### config.mk
export PLATFORM = sky130hd
export DESIGN_NAME = cke_pwr_ctrl
export DESIGN_NICKNAME = d
export VERILOG_FILES = /design/src/rtl/cke_pwr_pkg.sv /design/src/rtl/cke_pwr_sampler.sv /design/src/rtl/cke_pwr_nextstate.sv /design/src/rtl/cke_pwr_outdec.sv /design/src/rtl/cke_pwr_ctrl.sv
export SDC_FILE = /design/constraint.sdc
export NUM_CORES = 1
export LEC_CHECK = 0
export ABC_AREA = 1
export BUFFER_PORTS_ARGS = -buffer_cell sky130_fd_sc_hd__buf_2
export CELL_PAD_IN_SITES_DETAIL_PLACEMENT = 0
export CELL_PAD_IN_SITES_GLOBAL_PLACEMENT = 1
export CORE_AREA = 2 2 39 41
export CTS_BUF_LIST = sky130_fd_sc_hd__clkbuf_2
export CTS_CLUSTER_SIZE = 10
export DETAILED_ROUTE_END_ITERATION = 8
export DIE_AREA = 0 0 41 43
export PLACE_DENSITY = 0.5
export SYNTH_ARGS = -nofsm -noshare
export SYNTH_HDL_FRONTEND = slang
export SYNTH_HIERARCHICAL = 1
export SYNTH_SLANG_ARGS = --single-unit
### constraint.sdc
create_clock -name clk -period 1.8 [get_ports clk]
set_input_delay 0.09 -clock clk [delete_from_list [all_inputs] [get_ports clk]]
set_output_delay 0.09 -clock clk [all_outputs]
set_load 0.1 [all_outputs]
### src/rtl/cke_pwr_pkg.sv
package cke_pwr_pkg;

   localparam int ST_W  = 2;
   localparam int CMD_W = 2;

   typedef enum logic [ST_W-1:0] {
      PS_RUN  = 2'd0,
      PS_SUSP = 2'd1,
      PS_PDN  = 2'd2,
      PS_SREF = 2'd3
   } pwr_state_t;

   typedef enum logic [CMD_W-1:0] {
      CC_OTHER = 2'd0,
      CC_NOP   = 2'd1,
      CC_DESEL = 2'd2,
      CC_AREF  = 2'd3
   } cmd_class_t;

   function automatic logic is_quiet(input cmd_class_t c);
      return (c == CC_NOP) || (c == CC_DESEL);
   endfunction

endpackage

### src/rtl/cke_pwr_sampler.sv
module cke_pwr_sampler #(
   parameter bit RESET_LEVEL = 1'b1
) (
   input  logic clk,
   input  logic rst_n,
   input  logic cke_i,
   output logic cke_prev_o
);

   always_ff @(posedge clk or negedge rst_n) begin
      if (!rst_n) cke_prev_o <= RESET_LEVEL;
      else        cke_prev_o <= cke_i;
   end

endmodule

### src/rtl/cke_pwr_nextstate.sv
module cke_pwr_nextstate
   import cke_pwr_pkg::*;
(
   input  pwr_state_t st_i,
   input  logic       cke_prev_i,
   input  logic       cke_now_i,
   input  cmd_class_t cmd_i,
   input  logic       idle_i,
   input  logic       busy_i,
   output pwr_state_t st_o
);

   logic falling;
   logic can_sleep;

   assign falling   = cke_prev_i && !cke_now_i;
   assign can_sleep = idle_i && !busy_i;

   always_comb begin
      st_o = st_i;
      unique case (st_i)
         PS_RUN: begin
            if (falling) begin
               if (can_sleep && (cmd_i == CC_AREF))  st_o = PS_SREF;
               else if (can_sleep && is_quiet(cmd_i)) st_o = PS_PDN;
               else                                   st_o = PS_SUSP;
            end
         end
         PS_SUSP: begin
            if (cke_now_i) st_o = PS_RUN;
         end
         PS_PDN, PS_SREF: begin
            if (cke_now_i && is_quiet(cmd_i)) st_o = PS_RUN;
         end
         default: st_o = PS_RUN;
      endcase
   end

endmodule

### src/rtl/cke_pwr_outdec.sv
module cke_pwr_outdec
   import cke_pwr_pkg::*;
#(
   parameter int N_STATES = 4
) (
   input  pwr_state_t st_i,
   output logic       int_cke_o,
   output logic       self_ref_o
);

   logic [N_STATES-1:0] hot;

   for (genvar s = 0; s < N_STATES; s++) begin : g_hot
      assign hot[s] = (st_i == pwr_state_t'(s));
   end

   if (N_STATES != (1 << ST_W)) begin : g_chk
      $error("cke_pwr_outdec: N_STATES must match state width");
   end

   assign int_cke_o  = hot[PS_RUN];
   assign self_ref_o = hot[PS_SREF];

   always_comb begin
      assert ($onehot0(hot)) else $error("a_r9_state_onehot: decode not one-hot");
   end

endmodule

### src/rtl/cke_pwr_ctrl.sv
module cke_pwr_ctrl
   import cke_pwr_pkg::*;
#(
   parameter int CMD_BITS   = 2,
   parameter int STATE_BITS = 2
) (
   input  logic                  clk,
   input  logic                  rst_n,
   input  logic                  cke_i,
   input  logic [CMD_BITS-1:0]   cmd_i,
   input  logic                  banks_idle_i,
   input  logic                  burst_busy_i,
   output logic [STATE_BITS-1:0] state_o,
   output logic                  int_cke_o,
   output logic                  self_ref_o
);

   localparam int NSTATES = 1 << STATE_BITS;

   if (CMD_BITS != CMD_W) begin : g_cmd_chk
      $error("cke_pwr_ctrl: CMD_BITS must equal package command width");
   end
   if (STATE_BITS != ST_W) begin : g_st_chk
      $error("cke_pwr_ctrl: STATE_BITS must equal package state width");
   end

   logic       cke_prev;
   pwr_state_t st_q;
   pwr_state_t st_d;

   cke_pwr_sampler #(.RESET_LEVEL(1'b1)) u_smp (
      .clk        (clk),
      .rst_n      (rst_n),
      .cke_i      (cke_i),
      .cke_prev_o (cke_prev)
   );

   cke_pwr_nextstate u_nxt (
      .st_i       (st_q),
      .cke_prev_i (cke_prev),
      .cke_now_i  (cke_i),
      .cmd_i      (cmd_class_t'(cmd_i)),
      .idle_i     (banks_idle_i),
      .busy_i     (burst_busy_i),
      .st_o       (st_d)
   );

   always_ff @(posedge clk or negedge rst_n) begin
      if (!rst_n) st_q <= PS_RUN;
      else        st_q <= st_d;
   end

   cke_pwr_outdec #(.N_STATES(NSTATES)) u_dec (
      .st_i       (st_q),
      .int_cke_o  (int_cke_o),
      .self_ref_o (self_ref_o)
   );

   assign state_o = st_q;

   // falling clock-enable with active banks enters suspend
   a_r2_active_suspend: assert property (@(posedge clk) disable iff (!rst_n)
      (st_q == PS_RUN && cke_prev && !cke_i && !banks_idle_i) |=> (state_o == 2'd1));

   // idle, quiet command, no burst enters power-down
   a_r3_enter_pdn: assert property (@(posedge clk) disable iff (!rst_n)
      (st_q == PS_RUN && cke_prev && !cke_i && banks_idle_i && !burst_busy_i &&
       (cmd_i == 2'd1 || cmd_i == 2'd2)) |=> (state_o == 2'd2));

   // self-refresh only entered from idle banks with auto-refresh
   a_r4_sref_entry: assert property (@(posedge clk) disable iff (!rst_n)
      $rose(self_ref_o) |-> ($past(banks_idle_i) && $past(cmd_i) == 2'd3 && !$past(cke_i)));

   // sleeping states ignore all but the exit condition
   a_r7_sleep_hold: assert property (@(posedge clk) disable iff (!rst_n)
      ((st_q == PS_PDN || st_q == PS_SREF) && !(cke_i && (cmd_i == 2'd1 || cmd_i == 2'd2)))
      |=> $stable(state_o));

   // burst turns a power-down request into suspend
   a_r8_burst_suspend: assert property (@(posedge clk) disable iff (!rst_n)
      (st_q == PS_RUN && cke_prev && !cke_i && burst_busy_i) |=> (state_o == 2'd1));

   // a low clock-enable sample gates the internal clock next cycle
   a_r9_low_cke_gates: assert property (@(posedge clk) disable iff (!rst_n)
      !cke_i |=> !int_cke_o);

endmodule

==> impl_metrics.yaml <==
status:
  outcome: "finished clean"
logic_synthesis:
  seq_area_frac_synth_pct: 40.13
  synth_area_leader_cell: "dfrtp_1"
  syn-instance-count: 30
  ys_top_cells_by_count: "nand2_1 (12), inv_1 (7), nor2_1 (5), dfrtp_1 (2)"
  synth.most_common_cell: "nand2_1"
  syn_area_per_cell_um2: 6.339
  synth-edff-count: 0
  ys_warn_count: 6
  synth_area_um2: 190.2
  synth_area_leaders: "dfrtp_1 (26%), nand2_1 (24%), dfstp_2 (14%)"
  netlist-cell-type-count: 8
  async_flop_share_pct: 100.0
  synth-seq-cells: 3
  syn_nets: 38
  synth_ff_type: "dfrtp_1"
  synth_top_area_share_pct: 26.32
clock_network:
  post_cts_resized: 0
  htreeDepth: 1
  clk_latency_ps: 200
  cts_made_buffers: 3
  cts.sinks: 3
  cts.path.max_buffers: 2
  path_clk_slew_ps: 40
  cts_root_buffer: "clkbuf_2"
  cts_tree: "yes"
placement:
  io_buffers: 10
  place.gp.congestion: 0.5703
  post_dp_cell_area_um2: 262.8
  place_ws_ps: 764.7
  dp_hpwl_um: 328.8
layout:
  area_growth_pct: 53.95
  design_area_um2: 292.8
  drive_gt1_share_pct: 37.78
  fin_nets: 54
  antenna_cells: 0
  fillers: 160
routing:
  drtIter0Drc: 5
  wire_per_inst_um: 6.852
  avgViaCountPerCell: 3.295
  num_vias: 201
  drc: 0
  first_pass_iters: 4
  finalWirelength_um: 418
  ant_nets: 0
worst_setup_path:
  path_max_fanout: 5
  crit_path_end_kind: "output pin"
  crit_type: "reg2out"
  r2r_end: "state_o[1]$_DFF_PN0_"
  rrSetupSlack_ps: 920
  start_kind: "flip-flop"
  rr_worst_depth: 4
  cp.arrival_ps: 1150
  worst_ep_required_time_ps: 1710
  reg2reg_from: "u_smp/cke_prev_o$_DFF_PN1_"
timing:
  tightest_slew_ps: 485.3
  fin_skew_ps: 0.2973
  timing.fmax_ghz: 0.8048
  final.min_clock_period_ps: 1243
  hold_viol: 0
  setup_viol: 0
  setup_ws_ps: 557.4
  relSlewSlack_pct: 67.87
  finalCritPeriodShare_pct: 69.03
  finalMaxSlewViolations: 0
  rsz0062_at_grt: "false"
power_and_ir_drop:
  power_density_mw_per_mm2: 1073
  p_leak_nw: 0.1894
  vdd_ir_drop_max_mv: 0.2537
worst_hold_path:
  whs_endpoint: "u_smp/cke_prev_o$_DFF_PN1_"
  hold_class: "in2reg"
  hold_depth: 1
  hold_path_startpoint: "cke_i"
global_route:
  grt_pass1_wl_um: 648
  grt_pass1_vias: 192
  track_usage_pct: 5.823
  grt_overflow: 0
  grt_max_degree: 6
  antenna_found_initial: 0
floorplan:
  die_area_mm2: 0.001763
  core_mm2: 0.001384
  start_util_pct: 13.74
  die_y_um: 43
  fp-row-count: 14
  die_w_um: 41
  pin_count: 11
run:
  drv_cap: 0
[worst max-delay path by stage]
stage / endpoint / start / slack (ps)
finish: int_cke_o / state_o[1]$_DFF_PN0_ / 560
global placement: int_cke_o / state_o[1]$_DFF_PN0_ / 770
CTS: int_cke_o / state_o[1]$_DFF_PN0_ / 540
floorplan: int_cke_o / state_o[1]$_DFF_PN0_ / -20
detailed placement: int_cke_o / state_o[1]$_DFF_PN0_ / 760
global route: int_cke_o / state_o[1]$_DFF_PN0_ / 500
[layout by cell type, fill, tap and decap left out]
| master | synthesis | layout |
|---|---|---|
| ha_1 | 1 | 1 |
| dlygate4sd3_1 | 0 | 1 |
| nor2_1 | 5 | 4 |
| nor2_2 | 1 | 2 |
| buf_2 | 0 | 10 |
| dfrtp_1 | 2 | 2 |
| clkbuf_2 | 0 | 4 |
| nand2_1 | 12 | 12 |
| dfstp_2 | 1 | 1 |
| inv_1 | 7 | 7 |
| nand3_1 | 1 | 1 |
[registers in the layout, summed over array words and instances, names as in the netlist]
register / cells
u_smp/cke_prev_o: 1
state_o: 2
[metal layers]
| layer | part of all wire [%] | global-route usage, % |
|---|---|---|
| met4 | 0 | 6.000 |
| met3 | 7.2 | 1.571 |
| met5 | 0 | 0 |
| met2 | 46 | 8.125 |
| met1 | 46 | 6.431 |
[final cells by class]
class | count | area, um2 | area share [%]
multi-input cells | 20 | 90.09 | 30.77
clock buffers | 4 | 20.02 | 6.838
well taps | 16 | 20.02 | 6.838
inverters | 7 | 26.28 | 8.974
repair buffers | 11 | 60.06 | 20.51
flip-flops and latches | 3 | 76.32 | 26.07
[report_power, final]
| group | total [W] | switching, W | internal [W] |
|---|---|---|---|
| sequential | 0.0000837 | 0.00000812 | 0.0000756 |
| clock | 0.0000909 | 0.0000323 | 0.0000586 |
| combinational | 0.000139 | 0.000113 | 0.0000263 |
| total | 0.000314 | 0.000154 | 0.000160 |
[stage by stage]
stage	utilization (%)	TNS [ps]	hold slack, ps	power (W)	instances
6_report	21.16	0	28.77	0.0003141	61
5_1_grt	21.16	0	12.08	0.0003363	61
4_1_cts	21.16	0	20.29	0.0003201	61
3_5_place_dp	18.99	0	-114.0	0.0002231	56
3_3_place_gp	18.99	0	-113.9	0.0002236	56
2_1_floorplan	-	-15.26	-205.6	0.0001975	30
[kinds of logic after synthesis]
group,count (synthesis),synth area share (%)
fa+ha+maj,1,6.578
flops,3,40.14
buf+inv,7,13.82
simple gates,19,39.47
[worst max-delay path, cell delays in order, from the launching register on]
cell and delay, ps:
dfrtp_1 420, nor2_2 110, buf_2 420
[what timing repair did]
| item | CTS | global route |
|---|---|---|
| endpoints found under the hold margin | 3 | 0 |
| setup buffers | 0 | 0 |
| hold buffers | 1 | 0 |
(Power assumes the default switching activity.)
